<file path="config.mk">
export PLATFORM = sky130hd
export DESIGN_NAME = dispatch_skid_ctrl
export DESIGN_NICKNAME = d
export VERILOG_FILES = /design/src/rtl/dsc_pkg.sv /design/src/rtl/dsc_stall_track.sv /design/src/rtl/dsc_skid_fifo.sv /design/src/rtl/dispatch_skid_ctrl.sv
export SDC_FILE = /design/constraint.sdc
export NUM_CORES = 1
export LEC_CHECK = 0
export ABC_AREA = 0
export CAP_MARGIN = 20
export CELL_PAD_IN_SITES_DETAIL_PLACEMENT = 1
export CELL_PAD_IN_SITES_GLOBAL_PLACEMENT = 1
export CORE_MARGIN = 1.5
export CORE_UTILIZATION = 35
export CTS_BUF_LIST = sky130_fd_sc_hd__clkbuf_8 sky130_fd_sc_hd__clkbuf_16
export DETAILED_ROUTE_END_ITERATION = 8
export PLACE_DENSITY = 0.63
export SYNTH_ARGS = -nofsm -noshare
export SYNTH_HDL_FRONTEND = slang
export SYNTH_SLANG_ARGS = --single-unit
</file>
<file path="constraint.sdc">
create_clock -name clk -period 26.9 [get_ports clk]
set_input_delay 5.38 -clock clk [delete_from_list [all_inputs] [get_ports clk]]
set_output_delay 5.38 -clock clk [all_outputs]
set_load 0.01 [all_outputs]
</file>
<file path="src/rtl/dsc_pkg.sv">
package dsc_pkg;
  typedef enum logic [2:0] {
    ST_RUNNING    = 3'd0,
    ST_IDLE       = 3'd1,
    ST_BLOCKED    = 3'd2,
    ST_UNBLOCKING = 3'd3,
    ST_SQUASHING  = 3'd4
  } disp_state_e;

  // Record layout inside the skid store: {tag, mem, cancelled}
  localparam int E_SQ  = 0;
  localparam int E_MEM = 1;
endpackage

</file>
<file path="src/rtl/dsc_stall_track.sv">
module dsc_stall_track (
  input  logic clk,
  input  logic rst,
  input  logic commit_block,
  input  logic commit_unblock,
  input  logic iq_full,
  input  logic lsq_full,
  input  logic lsq_stall,
  output logic stall
);
  logic flag_q, flag_d;

  // set first, then clear: a same-cycle pair leaves the flag clear
  always_comb begin
    flag_d = (flag_q | commit_block) & ~commit_unblock;
    stall  = flag_d | iq_full | lsq_full | lsq_stall;
  end

  always_ff @(posedge clk) begin
    if (rst) flag_q <= 1'b0;
    else     flag_q <= flag_d;
  end
endmodule

</file>
<file path="src/rtl/dsc_skid_fifo.sv">
module dsc_skid_fifo #(
  parameter int W       = 4,
  parameter int EW      = 10,
  parameter int DEPTH   = 16,
  parameter int MEM_BIT = 1
) (
  input  logic                      clk,
  input  logic                      rst,
  input  logic                      flush,
  input  logic [$clog2(W+1)-1:0]    push_n,
  input  logic [W*EW-1:0]           push_data,
  input  logic [$clog2(W+1)-1:0]    pop_n,
  output logic [W*EW-1:0]           head_data,
  output logic [$clog2(DEPTH+1)-1:0] count,
  output logic [$clog2(DEPTH+1)-1:0] mem_count,
  output logic                      ovf
);
  localparam int PW = (DEPTH > 1) ? $clog2(DEPTH) : 1;
  localparam int CW = $clog2(DEPTH+1);

  logic [EW-1:0] slot_q [DEPTH];
  logic [PW-1:0] rd_q, wr_q;
  logic [CW-1:0] cnt_q, memc_q;
  int            push_eff, push_mem, pop_mem;

  function automatic logic [PW-1:0] wrap(input logic [PW-1:0] p, input int off);
    int s;
    s = int'(p) + off;
    if (s >= DEPTH) s -= DEPTH;
    return PW'(s);
  endfunction

  generate
    for (genvar i = 0; i < W; i++) begin : g_head
      assign head_data[i*EW +: EW] = slot_q[wrap(rd_q, i)];
    end
  endgenerate

  always_comb begin
    int space;
    space    = DEPTH - int'(cnt_q) + int'(pop_n);
    ovf      = int'(push_n) > space;
    push_eff = ovf ? space : int'(push_n);
    push_mem = 0;
    pop_mem  = 0;
    for (int i = 0; i < W; i++) begin
      if (i < push_eff)     push_mem += int'(push_data[i*EW + MEM_BIT]);
      if (i < int'(pop_n))  pop_mem  += int'(head_data[i*EW + MEM_BIT]);
    end
  end

  // storage has no reset so it can map onto plain memory bits
  always_ff @(posedge clk) begin
    for (int i = 0; i < W; i++)
      if (!flush && i < push_eff) slot_q[wrap(wr_q, i)] <= push_data[i*EW +: EW];
  end

  always_ff @(posedge clk) begin
    if (rst || flush) begin
      rd_q   <= '0;
      wr_q   <= '0;
      cnt_q  <= '0;
      memc_q <= '0;
    end else begin
      wr_q   <= wrap(wr_q, push_eff);
      rd_q   <= wrap(rd_q, int'(pop_n));
      cnt_q  <= CW'(int'(cnt_q) + push_eff - int'(pop_n));
      memc_q <= CW'(int'(memc_q) + push_mem - pop_mem);
    end
  end

  assign count     = cnt_q;
  assign mem_count = memc_q;
endmodule

</file>
<file path="src/rtl/dispatch_skid_ctrl.sv">
module dispatch_skid_ctrl #(
  parameter int W       = 4,
  parameter int TAG_W   = 8,
  parameter int REN_W   = 4,
  parameter int REN_DLY = 1,
  localparam int DEPTH  = 3 * (REN_DLY * REN_W) + W,
  localparam int OW     = $clog2(DEPTH + W + 1)
) (
  input  logic                   clk,
  input  logic                   rst,
  input  logic [$clog2(W+1)-1:0] in_cnt,
  input  logic [W*TAG_W-1:0]     in_tag,
  input  logic [W-1:0]           in_mem,
  input  logic [W-1:0]           in_sq,
  input  logic                   commit_block,
  input  logic                   commit_unblock,
  input  logic                   commit_squash,
  input  logic                   rob_squashing,
  input  logic                   iq_full,
  input  logic                   lsq_full,
  input  logic                   lsq_stall,
  output logic [W-1:0]           iq_valid,
  output logic [W*TAG_W-1:0]     iq_tag,
  output logic [W-1:0]           iq_mem,
  output logic [OW-1:0]          disp_cnt,
  output logic [OW-1:0]          disp_mem_cnt,
  output logic                   up_block,
  output logic                   up_unblock,
  output logic                   skid_ovf
);
  import dsc_pkg::*;

  localparam int NW = $clog2(W + 1);
  localparam int EW = TAG_W + 2;
  localparam int CW = $clog2(DEPTH + 1);

  disp_state_e      st_q, st_d;
  logic [NW-1:0]    in_n, push_n, pop_n, take_n;
  logic [W-1:0]     lane_mask;
  logic [W*EW-1:0]  in_flat, hd_flat;
  logic [CW-1:0]    sk_cnt, sk_mem;
  logic             fifo_ovf, stall, flush, from_skid, was_blk;
  logic             blk_d, unb_d;
  logic [OW-1:0]    fl_cnt, fl_mem, dcnt_d, mcnt_d;
  logic [W-1:0]     v_d, m_d;
  logic [W*TAG_W-1:0] t_d;
  int               in_mem_n, lane_mem_n;

  assign in_n = (int'(in_cnt) > W) ? NW'(W) : in_cnt;

  generate
    for (genvar i = 0; i < W; i++) begin : g_in
      assign lane_mask[i] = (i < int'(in_n));
      assign in_flat[i*EW +: EW] = {in_tag[i*TAG_W +: TAG_W], in_mem[i], in_sq[i]};
    end
  endgenerate

  assign in_mem_n = $countones(in_mem & lane_mask);

  dsc_stall_track u_stall (
    .clk(clk), .rst(rst),
    .commit_block(commit_block), .commit_unblock(commit_unblock),
    .iq_full(iq_full), .lsq_full(lsq_full), .lsq_stall(lsq_stall),
    .stall(stall)
  );

  dsc_skid_fifo #(.W(W), .EW(EW), .DEPTH(DEPTH), .MEM_BIT(E_MEM)) u_skid (
    .clk(clk), .rst(rst), .flush(flush),
    .push_n(push_n), .push_data(in_flat),
    .pop_n(pop_n), .head_data(hd_flat),
    .count(sk_cnt), .mem_count(sk_mem), .ovf(fifo_ovf)
  );

  // next-state decision, in priority order
  always_comb begin
    st_d      = st_q;
    flush     = 1'b0;
    from_skid = 1'b0;
    blk_d     = 1'b0;
    unb_d     = 1'b0;
    push_n    = '0;
    pop_n     = '0;
    take_n    = '0;
    fl_cnt    = OW'(int'(sk_cnt) + int'(in_n));
    fl_mem    = OW'(int'(sk_mem) + in_mem_n);
    was_blk   = (st_q == ST_BLOCKED) || (st_q == ST_UNBLOCKING);
    if (commit_squash || rob_squashing) begin
      flush = 1'b1;
      unb_d = commit_squash && was_blk;
      st_d  = ST_SQUASHING;
    end else if (stall) begin
      push_n = in_n;
      blk_d  = !was_blk;
      st_d   = ST_BLOCKED;
    end else if (was_blk) begin
      from_skid = 1'b1;
      take_n    = (int'(sk_cnt) > W) ? NW'(W) : NW'(sk_cnt);
      pop_n     = take_n;
      push_n    = in_n;
      if (int'(sk_cnt) > W)  st_d = ST_BLOCKED;
      else if (in_n != '0)   st_d = ST_UNBLOCKING;
      else begin
        st_d  = ST_RUNNING;
        unb_d = 1'b1;
      end
    end else begin
      take_n = in_n;
      st_d   = ST_RUNNING;
    end
  end

  // lane selection: skid heads while draining, else the arriving group
  always_comb begin
    logic [EW-1:0] ent;
    v_d        = '0;
    m_d        = '0;
    t_d        = '0;
    lane_mem_n = 0;
    for (int i = 0; i < W; i++) begin
      ent = from_skid ? hd_flat[i*EW +: EW] : in_flat[i*EW +: EW];
      if (i < int'(take_n)) begin
        v_d[i]              = !ent[E_SQ];
        m_d[i]              = ent[E_MEM] && !ent[E_SQ];
        t_d[i*TAG_W +: TAG_W] = ent[EW-1:2];
        lane_mem_n         += int'(ent[E_MEM]);
      end
    end
    dcnt_d = flush ? fl_cnt : OW'(take_n);
    mcnt_d = flush ? fl_mem : OW'(lane_mem_n);
  end

  always_ff @(posedge clk) begin
    if (rst) begin
      st_q         <= ST_RUNNING;
      iq_valid     <= '0;
      iq_tag       <= '0;
      iq_mem       <= '0;
      disp_cnt     <= '0;
      disp_mem_cnt <= '0;
      up_block     <= 1'b0;
      up_unblock   <= 1'b0;
      skid_ovf     <= 1'b0;
    end else begin
      st_q         <= st_d;
      iq_valid     <= v_d;
      iq_tag       <= t_d;
      iq_mem       <= m_d;
      disp_cnt     <= dcnt_d;
      disp_mem_cnt <= mcnt_d;
      up_block     <= blk_d;
      up_unblock   <= unb_d;
      skid_ovf     <= skid_ovf | fifo_ovf;
    end
  end
endmodule

</file>
After elaboration in Yosys (flattened, before gate mapping)
Memories as Yosys holds them, arrays and structs flattened.
Index checks and enable logic that the tools add are counted.
{"block": "word_totals", "ram_bits": 160, "input_bits": 52, "register_bits": 75, "memories": 1, "word_cells": 204}
{"name": "u_skid.slot_q", "depth": 16, "width": 10, "rd": 4, "rd_clocked_by_memory_dff": 0, "write_ports": 4, "line": "dsc_skid_fifo.sv:21", "rtl": "logic [EW-1:0] slot_q [DEPTH];"}
{"block": "op_classes", "mux": 66, "reduce_logical": 27, "order_cmp": 29, "bitwise_logic": 15, "n_addsub": 38, "n_eq_ne": 2}
{"op": "less-than comparator 3 x 32 -> 1 bit, first input constant", "n": 2}
{"op": "two-way mux 4 bit", "n": 14}
{"op": "two-way mux 3 bit", "n": 15}
{"op": "two-way mux 10 bit", "n": 4}
{"op": "two-way mux 5 bit", "n": 8}
{"op": "subtractor 4 x 1 -> 4 bit, second input constant", "n": 10}
{"op": "greater-or-equal comparator 5 bit, second input constant", "n": 7}
{"op": "adder 32 x 4 -> 32 bit", "n": 1}
{"op": "adder 5 x 32 -> 32 bit", "n": 1}
{"op": "greater-or-equal comparator 32 x 6 -> 1 bit, second input constant", "n": 1}
{"op": "> comparator 4 x 32 -> 1 bit", "n": 1}
{"op": "less-than comparator 1 x 32 -> 1 bit, first input constant", "n": 1}
{"op": "less-than comparator 2 x 32 -> 1 bit, first input constant", "n": 1}
{"op": "two-way mux 32 bit", "n": 1}
{"op": "adder 4 x 2 -> 5 bit, second input constant", "n": 4}
{"op": "adder 5 x 2 -> 5 bit", "n": 4}
{"op": "two-way mux 1 bit", "n": 20}
{"op": "less-than comparator 1 x 3 -> 1 bit, first input constant", "n": 6}
{"op": "less-than comparator 2 x 3 -> 1 bit, first input constant", "n": 6}
{"op": "OR reduction 2 bit", "n": 6}
{"op": "adder 1 x 1 -> 2 bit", "n": 5}
{"op": "adder 4 x 1 -> 5 bit, second input constant", "n": 2}
{"op": "adder 5 x 3 -> 5 bit", "n": 2}
{"op": "adder 5 bit", "n": 2}
{"op": "21 further kinds", "n": 53}

Depth between registers and ports, before layout
Gate-level depths: netlist (run 1).
{"block": "depth", "ltp_word": 20, "ltp_mapped": 41}

Modules after synthesis
Synthesis (run 1) repeated with hierarchy kept, for this count alone.
{"block": "hier_totals", "hier_cells": 1820, "hier_area_um2": 20006.7}
{"mod": "dsc_skid_fifo", "cells_per_inst": 1494, "area_per_inst_um2": 17284.1, "instances": 1, "seq_area_each_um2": 5165.0}
{"mod": "dispatch_skid_ctrl", "cells_per_inst": 321, "area_per_inst_um2": 2663.8, "instances": 1, "seq_area_each_um2": 1101.1}
{"mod": "dsc_stall_track", "cells_per_inst": 5, "area_per_inst_um2": 58.8, "instances": 1, "seq_area_each_um2": 20.0}

Worst setup path after synthesis (run 1)
No wires, ideal clock.
{"block": "synth_timing", "path_type": "input-to-reg", "startpoint": "input iq_full", "endpoint": "register u_skid.memc_q[4] (netlist: u_skid.mem_count[4])", "setup_ns": 0.124, "arrival_time_ns": 12.923, "slack_ns": 13.854, "cell_stages": 34, "t_required_ns": 26.776, "path_cell_list": "nor3_1 -> and2_1 -> nand3_1 -> clkbuf_1 -> buf_1 -> nor2_1 -> ha_1 -> inv_1 -> fa_1 -> xnor2_1 -> clkinv_1 -> ha_1 -> o21ai_0 -> a2111oi_4 -> o311ai_4 -> mux2_2 -> buf_4 -> o211a_1 -> ha_1 -> nand2_1 -> a21oi_1 -> ha_1 -> o2111ai_1 -> nand2_1 -> ha_1 -> ha_1 -> mux2i_1 -> fa_1 -> inv_1 -> fa_1 -> a21o_1 -> a21oi_1 -> xnor2_1 -> nor2_1"}
{"block": "synth_via", "elab_chain_cells": 18}
{"item": "start: declaration", "line": "dispatch_skid_ctrl.sv:19", "rtl": "input logic iq_full,"}
{"item": "OR 1 bit (*) (3 in series)", "line": "dsc_stall_track.sv:16", "rtl": "stall = flag_d | iq_full | lsq_full | lsq_stall;"}
{"item": "two-way mux 3 bit", "line": "dispatch_skid_ctrl.sv:91", "rtl": "end else if (stall) begin"}
{"item": "two-way mux 3 bit", "line": "dispatch_skid_ctrl.sv:87", "rtl": "if (commit_squash || rob_squashing) begin"}
{"item": "adder 32 x 4 -> 32 bit", "line": "dsc_skid_fifo.sv:41", "rtl": "space = DEPTH - int'(cnt_q) + int'(pop_n);"}
{"item": "> comparator 4 x 32 -> 1 bit", "line": "dsc_skid_fifo.sv:42", "rtl": "ovf = int'(push_n) > space;"}
{"item": "two-way mux 32 bit", "line": "dsc_skid_fifo.sv:43", "rtl": "push_eff = ovf ? space : int'(push_n);"}
{"item": "less-than comparator 1 x 32 -> 1 bit", "line": "dsc_skid_fifo.sv:47", "rtl": "if (i < push_eff) push_mem += int'(push_data[i*EW + MEM_BIT]);"}
{"item": "two-way mux 1 bit", "line": "dsc_skid_fifo.sv:47"}
{"item": "adder 1 x 1 -> 2 bit", "line": "dsc_skid_fifo.sv:47"}
{"item": "two-way mux 2 bit", "line": "dsc_skid_fifo.sv:47"}
{"item": "adder 2 x 1 -> 3 bit", "line": "dsc_skid_fifo.sv:47"}
{"item": "two-way mux 5 bit", "line": "dsc_skid_fifo.sv:47"}
{"item": "adder 5 x 2 -> 5 bit", "line": "dsc_skid_fifo.sv:47"}
{"item": "two-way mux 5 bit", "line": "dsc_skid_fifo.sv:47"}
{"item": "adder 5 bit", "line": "dsc_skid_fifo.sv:68", "rtl": "memc_q <= CW'(int'(memc_q) + push_mem - pop_mem);"}
{"item": "subtractor 5 bit (*)", "line": "dsc_skid_fifo.sv:68"}
{"item": "end signal: assignment", "line": "dsc_skid_fifo.sv:68"}
{"item": "end: declaration", "line": "dsc_skid_fifo.sv:23", "rtl": "logic [CW-1:0] cnt_q, memc_q;"}
Mark *: on every way between the ends. The rest lies on a longest branch, timed or not.
A chain may end at the register's enable or synchronous reset.

Worst setup path in the final report (run 1)
{"block": "layout_timing", "startpoint": "input rob_squashing", "endpoint": "register u_skid.memc_q[4] (netlist: u_skid.mem_count[4])"}
{"block": "layout_via", "elab_chain_cells": 15}
{"item": "start: declaration", "line": "dispatch_skid_ctrl.sv:18", "rtl": "input logic rob_squashing,"}
{"item": "logical OR 1 bit (*)", "line": "dispatch_skid_ctrl.sv:87"}
{"item": "two-way mux 3 bit", "line": "dispatch_skid_ctrl.sv:87"}
{"item": "adder 32 x 4 -> 32 bit", "line": "dsc_skid_fifo.sv:41"}
{"item": "> comparator 4 x 32 -> 1 bit", "line": "dsc_skid_fifo.sv:42"}
{"item": "two-way mux 32 bit", "line": "dsc_skid_fifo.sv:43"}
{"item": "less-than comparator 1 x 32 -> 1 bit", "line": "dsc_skid_fifo.sv:47"}
{"item": "two-way mux 1 bit", "line": "dsc_skid_fifo.sv:47"}
{"item": "adder 1 x 1 -> 2 bit", "line": "dsc_skid_fifo.sv:47"}
{"item": "two-way mux 2 bit", "line": "dsc_skid_fifo.sv:47"}
{"item": "adder 2 x 1 -> 3 bit", "line": "dsc_skid_fifo.sv:47"}
{"item": "two-way mux 5 bit", "line": "dsc_skid_fifo.sv:47"}
{"item": "adder 5 x 2 -> 5 bit", "line": "dsc_skid_fifo.sv:47"}
{"item": "two-way mux 5 bit", "line": "dsc_skid_fifo.sv:47"}
{"item": "adder 5 bit", "line": "dsc_skid_fifo.sv:68"}
{"item": "subtractor 5 bit", "line": "dsc_skid_fifo.sv:68"}
Marks and branches as above.

==> results.toml, run 1 <==
[run_status]
status = "completed"

[global_routing]
grt_antenna_before_repair = 6
grt.overflow.total = 0
grt_pass1_wl_mm = 134
grt_max_degree = 59
grt_pass1_vias = 18700
grt_usage = 0.302

[cts]
cts_setup_buffers = 0
htreeDepth = 1
clock-sinks = 234
cts_hold_buf = 0
clk_path_buf_depth = 3
cts_tree = "done"
clk_pin_slew_ns = 0.06
clockRootBuffer = "clkbuf_16"
clock_latency_ns = 0.63
cts_made_buffers = 30
cts.repair.resized = 0

[die]
core_um2 = 57800
die_area_um2 = 60000
die_w_um = 245
initial_utilization = 0.354
io_pins = 105
num_rows = 88
die_h_um = 245

[route]
via_per_inst = 6.90
drc = 0
met3_length_mm = 11.7
m1WireLength_mm = 37.8
drt_iter0_drc = 2980
dr.max_layer_used = "met5"
wl_met2_mm = 39.5
postRouteAntennaNets = 0
avgRoutedWirePerCell_um = 32.8
drt_wl_total_mm = 91.3
drtPass1Iterations = 6
num_vias = 19200

[critical_path]
worst_ep_required_time_ns = 27.38
ff2ff_setup_slack_ns = 17.04
crit_path_max_fanout = 42
path_class = "in -> reg"
slowest_delay_ns = 0.86
endpoint_kind = "flop"
critical_path_arrival_ns = 15.01
critical_path.startpoint_type = "primary input"
cp_common_cell = "ha_1"
cp_slowest_cell = "nand3_2"

[final_layout]
fillers = 6352
area_delta_synth_final_pct = 13.0
layout.cells.non_filler = 2783
fin_nets = 2116
antenna_cells = 0
drive_above_1_share = 0.186

[placement]
numPortBuffers = 104
place_inst = 2723
dp_hpwl_mm = 66.3
routabilityCongestion = 0.963

[yosys]
synth_area_per_cell_um2 = 10.1
netlist_area_um2 = 20500
ys_types = 78
synth_edf_count = 160
synth_nets = 2148
yosys_warnings = 0
async_flop_share = 0
synthFlopType = "edfxtp_1"
synth_seq_cells = 234
synth_cells = 2026
seq_area_frac_synth = 0.307

[power_and_ir_drop]
pwr-share-clk = 0.452
seqPwrFrac = 0.418
leakagePower_nw = 7.47
intPower_mw = 0.673
power.density_nw_per_um2 = 40.4
pwr-share-comb = 0.131
power_mw = 0.935
swShare = 0.280
peakVddDrop_mv = 0.0528
power.switching_mw = 0.262

[sta]
fmax_mhz = 68.8
final_hold_viol_count = 0
setup_viol = 0
rsz0062_at_grt = "false"
skew_ns = 0.0141
drv_slew = 0
finalCritPeriodShare = 0.540
relSlewSlack = 0.187
fin_crit_ns = 14.53
setup_tns_ns = 0
tightest_slew_ns = 1.22
hold_slack_ns = 0.468

[worst_hold_path]
hp-class = "reg -> reg"

[flow_run]
drv_cap = 0
[final cells by class]
class	instances	area [um^2]	area share
inverter	43	161	0.00697
clock inverter	24	216	0.00935
tap	765	957	0.0414
multi-input combinational	1514	13200	0.569
clock buffer	32	790	0.0341
sequential	234	6290	0.272
timing repair buffer	171	1570	0.0677
[flip-flops by register name, indices dropped and copies added (netlist names), 2 cells and up]
name and flops:
st_q 2, iq_tag 32, disp_cnt 5, iq_mem 4, u_skid.count 5, u_skid.slot_q 160
disp_mem_cnt 5, iq_valid 4, u_skid.wr_q 4, u_skid.rd_q 4, u_skid.mem_count 5
[cell usage in the layout (no fill, tap or decap), types with 11 or more instances in the layout]
cell type,count
nor2_1,148
fa_1,14
dfxtp_1,72
o21ai_1,14
mux2i_1,22
nand4_1,12
a211oi_1,27
a221oi_1,118
ha_1,55
a31oi_1,11
mux4_2,200
o31ai_1,82
a21oi_1,65
edfxtp_1,160
and3_1,19
a32oi_1,13
xnor2_1,17
inv_1,45
nor3_1,40
o21ai_0,111
nand2_1,253
xor2_1,16
clkbuf_16,31
nand3_1,54
and2_1,26
buf_4,65
a21o_1,19
clkdlybuf4s50_1,104
mux2_2,20
[power by group through the flow]
stage	clock [mW]	combinational [mW]	sequential, mW
global placement	0	0.116	0.398
global route	0.438	0.128	0.391
floorplan	0	0.0727	0.398
CTS	0.424	0.118	0.391
finish	0.422	0.122	0.391
detailed placement	0	0.118	0.398
[cells in the mapped netlist, types with 26 or more instances]
cell	n	area [um^2]
and2_1	26	163
buf_2	57	285
mux4_2	200	4500
nand2_1	253	950
a221oi_1	118	1030
buf_1	38	143
inv_1	41	154
edfxtp_1	160	4800
nor2_1	148	556
a211oi_1	27	203
nand3_1	55	275
ha_1	56	701
o21ai_0	114	571
a21oi_1	66	330
nor3_1	42	210
dfxtp_1	74	1480
mux2i_1	30	300
clkbuf_1	132	495
o31ai_1	83	623
[cells by family after synthesis]
logic type,count (synthesis),synth area share
simple gates,625,0.142
mux,255,0.249
fa+ha+maj,70,0.0479
xor+xnor,36,0.0154
buf+inv,278,0.0560
compound gates,528,0.183
flops,234,0.307
[worst max-delay path, delay by kind of cell]
family | cells | cell delay [ns]
muxes | 2 | 0.61
buffers and inverters | 4 | 1.09
and+or+nand+nor | 6 | 2.10
xor gates and xnor gates | 2 | 0.88
AOI/OAI and AO/OA | 8 | 1.84
adders and majority gates | 9 | 3.11
[layer usage]
metal	up-vias	global-route usage
met5	-	0
met4	2	0.0773
met3	173	0.0793
met2	1377	0.450
met1	9812	0.434
li1	7839	-
[worst paths after layout]
| path | from | cells after the start | to |
|---|---|---|---|
| setup / recovery | rob_squashing | 31 | u_skid.mem_count[4]$_SDFF_PP0_ |
| hold / removal | skid_ovf$_SDFF_PP0_ | 2 | skid_ovf$_SDFF_PP0_ |
| setup reg to reg | u_skid.count[1]$_SDFF_PP0_ | 34 | u_skid.mem_count[4]$_SDFF_PP0_ |
| hold reg to reg | skid_ovf$_SDFF_PP0_ | 2 | skid_ovf$_SDFF_PP0_ |
[stage by stage]
| step | setup slack, ns | area (um^2) | util |
|---|---|---|---|
| CTS | 12.42 | 23100 | 0.399 |
| finish | 12.37 | 23100 | 0.400 |
| global placement | 12.09 | 22100 | 0.382 |
| detailed placement | 11.78 | 22100 | 0.382 |
| floorplan | 13.85 | 20500 | - |
| global route | 11.61 | 23100 | 0.400 |
Note: power is estimated with default switching activity, not from simulation.
==> run 2: changes to the inputs <==
--- a/config.mk
+++ b/config.mk
@@ -13,7 +13,7 @@
 export CORE_UTILIZATION = 35
 export CTS_BUF_LIST = sky130_fd_sc_hd__clkbuf_8 sky130_fd_sc_hd__clkbuf_16
 export DETAILED_ROUTE_END_ITERATION = 8
-export PLACE_DENSITY = 0.63
+export PLACE_DENSITY = 0.65
 export SYNTH_ARGS = -nofsm -noshare
 export SYNTH_HDL_FRONTEND = slang
 export SYNTH_SLANG_ARGS = --single-unit
==> constraint.sdc (replaced) <==
create_clock -name clk -period 11.7 [get_ports clk]
set_input_delay 2.34 -clock clk [delete_from_list [all_inputs] [get_ports clk]]
set_output_delay 2.34 -clock clk [all_outputs]
set_load 0.01 [all_outputs]
==> run 2 against run 1 <==
  * Sequential cell count unchanged
  * Setup slack worse by 11 ns
  * Critical path depth up 3
  * Global-route usage down 1.4 points
  * Die area unchanged
  * Sequential power up 130%
  * Wire length down 4.6%
  * Via count down 1.7%
  * Clock power up 130%
  * Critical path type unchanged
  * Highest routed layer unchanged
==> results.toml, run 2 (synthesis gave the netlist of run 1 again) <==
[cts]
cts_made_buffers = 29
htreeDepth = 1
clk_pin_slew_ns = 0.06
cts_tree = "done"
cts_setup_buffers = 0
cts_hold_buf = 0
clockRootBuffer = "clkbuf_16"
clock-sinks = 234
cts.repair.resized = 0
clk_path_buf_depth = 3
clock_latency_ns = 0.62

[placement]
numPortBuffers = 104
dpl_worst_slack_ns = 0.767
routabilityCongestion = 0.935
dp_hpwl_mm = 64.7

[global_routing]
grt.overflow.total = 0
met1_usage = 0.401
grt_max_degree = 79
grt_use_met3 = 0.0772
grt_antenna_before_repair = 3
grt_usage = 0.289
grt.met2_usage = 0.443
grt_pass1_wl_mm = 129
grt-busiest-layer = "met2"
grt_pass1_vias = 18700

[sta]
finalCritPeriodShare = 0.880
tightest_slew_ns = 1.26
fmax_mhz = 97.1
fin_crit_ns = 10.30
setup_viol = 0
final_hold_viol_count = 0
skew_ns = 0.0265
setup_tns_ns = 0
rsz0062_at_grt = "false"
relSlewSlack = 0.160
drv_slew = 0
postLayoutSetupSlackWorst_ns = 1.40

[critical_path]
path_class = "in -> reg"
endpoint_kind = "flop"
cp_slowest_cell = "mux2_2"
cp_common_cell = "ha_1"
worst_ep_required_time_ns = 12.16
crit_path_max_fanout = 42
critical_path.startpoint_type = "primary input"
critical_path_arrival_ns = 10.75
slowest_delay_ns = 0.52

[run_status]
status = "completed"

[die]
die_h_um = 245
num_rows = 88
initial_utilization = 0.354
io_pins = 105
core_um2 = 57800
die_w_um = 245
die_area_um2 = 60000

[final_layout]
final_cell_mix = "253 x nand2_1, 200 x mux4_2, 160 x edfxtp_1"
area_delta_synth_final_pct = 12.7
largest_reg_flops = 160
largestRegisters = "u_skid.slot_q: 160 flops, iq_tag: 32 flops"
layout_commonest_cell = "nand2_1"
drive_above_1_share = 0.186
fin_nets = 2112
max_flop_register = "u_skid.slot_q"

[route]
drt_wl_total_mm = 87.1
avgRoutedWirePerCell_um = 31.3
num_vias = 18900
via_per_inst = 6.79
drt_iter0_drc = 2383
postRouteAntennaNets = 0
drtPass1Iterations = 7
drc = 0

[power_and_ir_drop]
peakVddDrop_mv = 0.130
leakagePower_nw = 7.46
power.density_nw_per_um2 = 92.0

[worst_hold_path]
hp-class = "reg -> reg"

[flow_run]
drv_cap = 0
==> run 2: changes by cell type in the layout (fill, tap and decap cells not counted), moves of 2 or more <==
| cell | delta |
|---|---|
| clkbuf_8 | +2 |
| inv_4 | +3 |
| clkinv_1 | -6 |
| bufinv_16 | -2 |
| buf_4 | -4 |
==> run 2: worst paths after layout <==
check | start | to | slack, ns | depth (start not counted)
max | iq_full | u_skid.mem_count[4]$_SDFF_PP0_ | 1.40 | 34
min | skid_ovf$_SDFF_PP0_ | skid_ovf$_SDFF_PP0_ | 0.48 | 2
max reg2reg | u_skid.count[1]$_SDFF_PP0_ | u_skid.mem_count[4]$_SDFF_PP0_ | 2.65 | 34
min reg2reg | skid_ovf$_SDFF_PP0_ | skid_ovf$_SDFF_PP0_ | 0.48 | 2
==> run 2: final cells by class <==
| type | instances | area (um^2) |
|---|---|---|
| fillers | 6357 | 34700 |
| multi-input cells | 1514 | 13100 |
| flip-flops and latches | 234 | 6290 |
| repair buffers | 168 | 1550 |
| well taps | 765 | 957 |
| clock buffers | 35 | 842 |
| inverters | 43 | 161 |
| clock inverters | 19 | 140 |
| diodes | 1 | 2.50 |
==> run 2: power by group <==
part	switching [mW]	leakage [nW]	internal (mW)
sequential	0.00844	2.04	0.891
clock	0.416	0.515	0.536
combinational	0.172	4.91	0.102
total	0.596	7.46	1.53
==> run 2: metrics by stage <==
stage	area, um^2	total power, mW	util	hold slack (ns)	cells
floorplan	20500	1.08	-	0.470	2026
global placement	22000	1.17	0.381	0.461	2718
detailed placement	22100	1.18	0.382	0.468	2721
CTS	23000	2.13	0.399	0.482	2775
global route	23100	2.18	0.399	0.538	2778
finish	23100	2.13	0.400	0.478	2779
==> run 2: worst max-delay path: cells and delay by family <==
| kind | cells | cell delay (ns) |
|---|---|---|
| AO/OA/AOI/OAI | 8 | 1.79 |
| adder cells (fa/ha/maj) | 9 | 3.06 |
| AND/OR/NAND/NOR | 7 | 1.31 |
| XOR/XNOR | 2 | 0.34 |
| multiplexers | 2 | 0.63 |
| buffers and inverters | 6 | 1.27 |
==> run 2: metal layers <==
layer	vias to the layer above	part of all wire
met1	9606	0.40
met2	1270	0.45
met5	-	0.00038
met3	151	0.12
met4	4	0.025
li1	7841	-
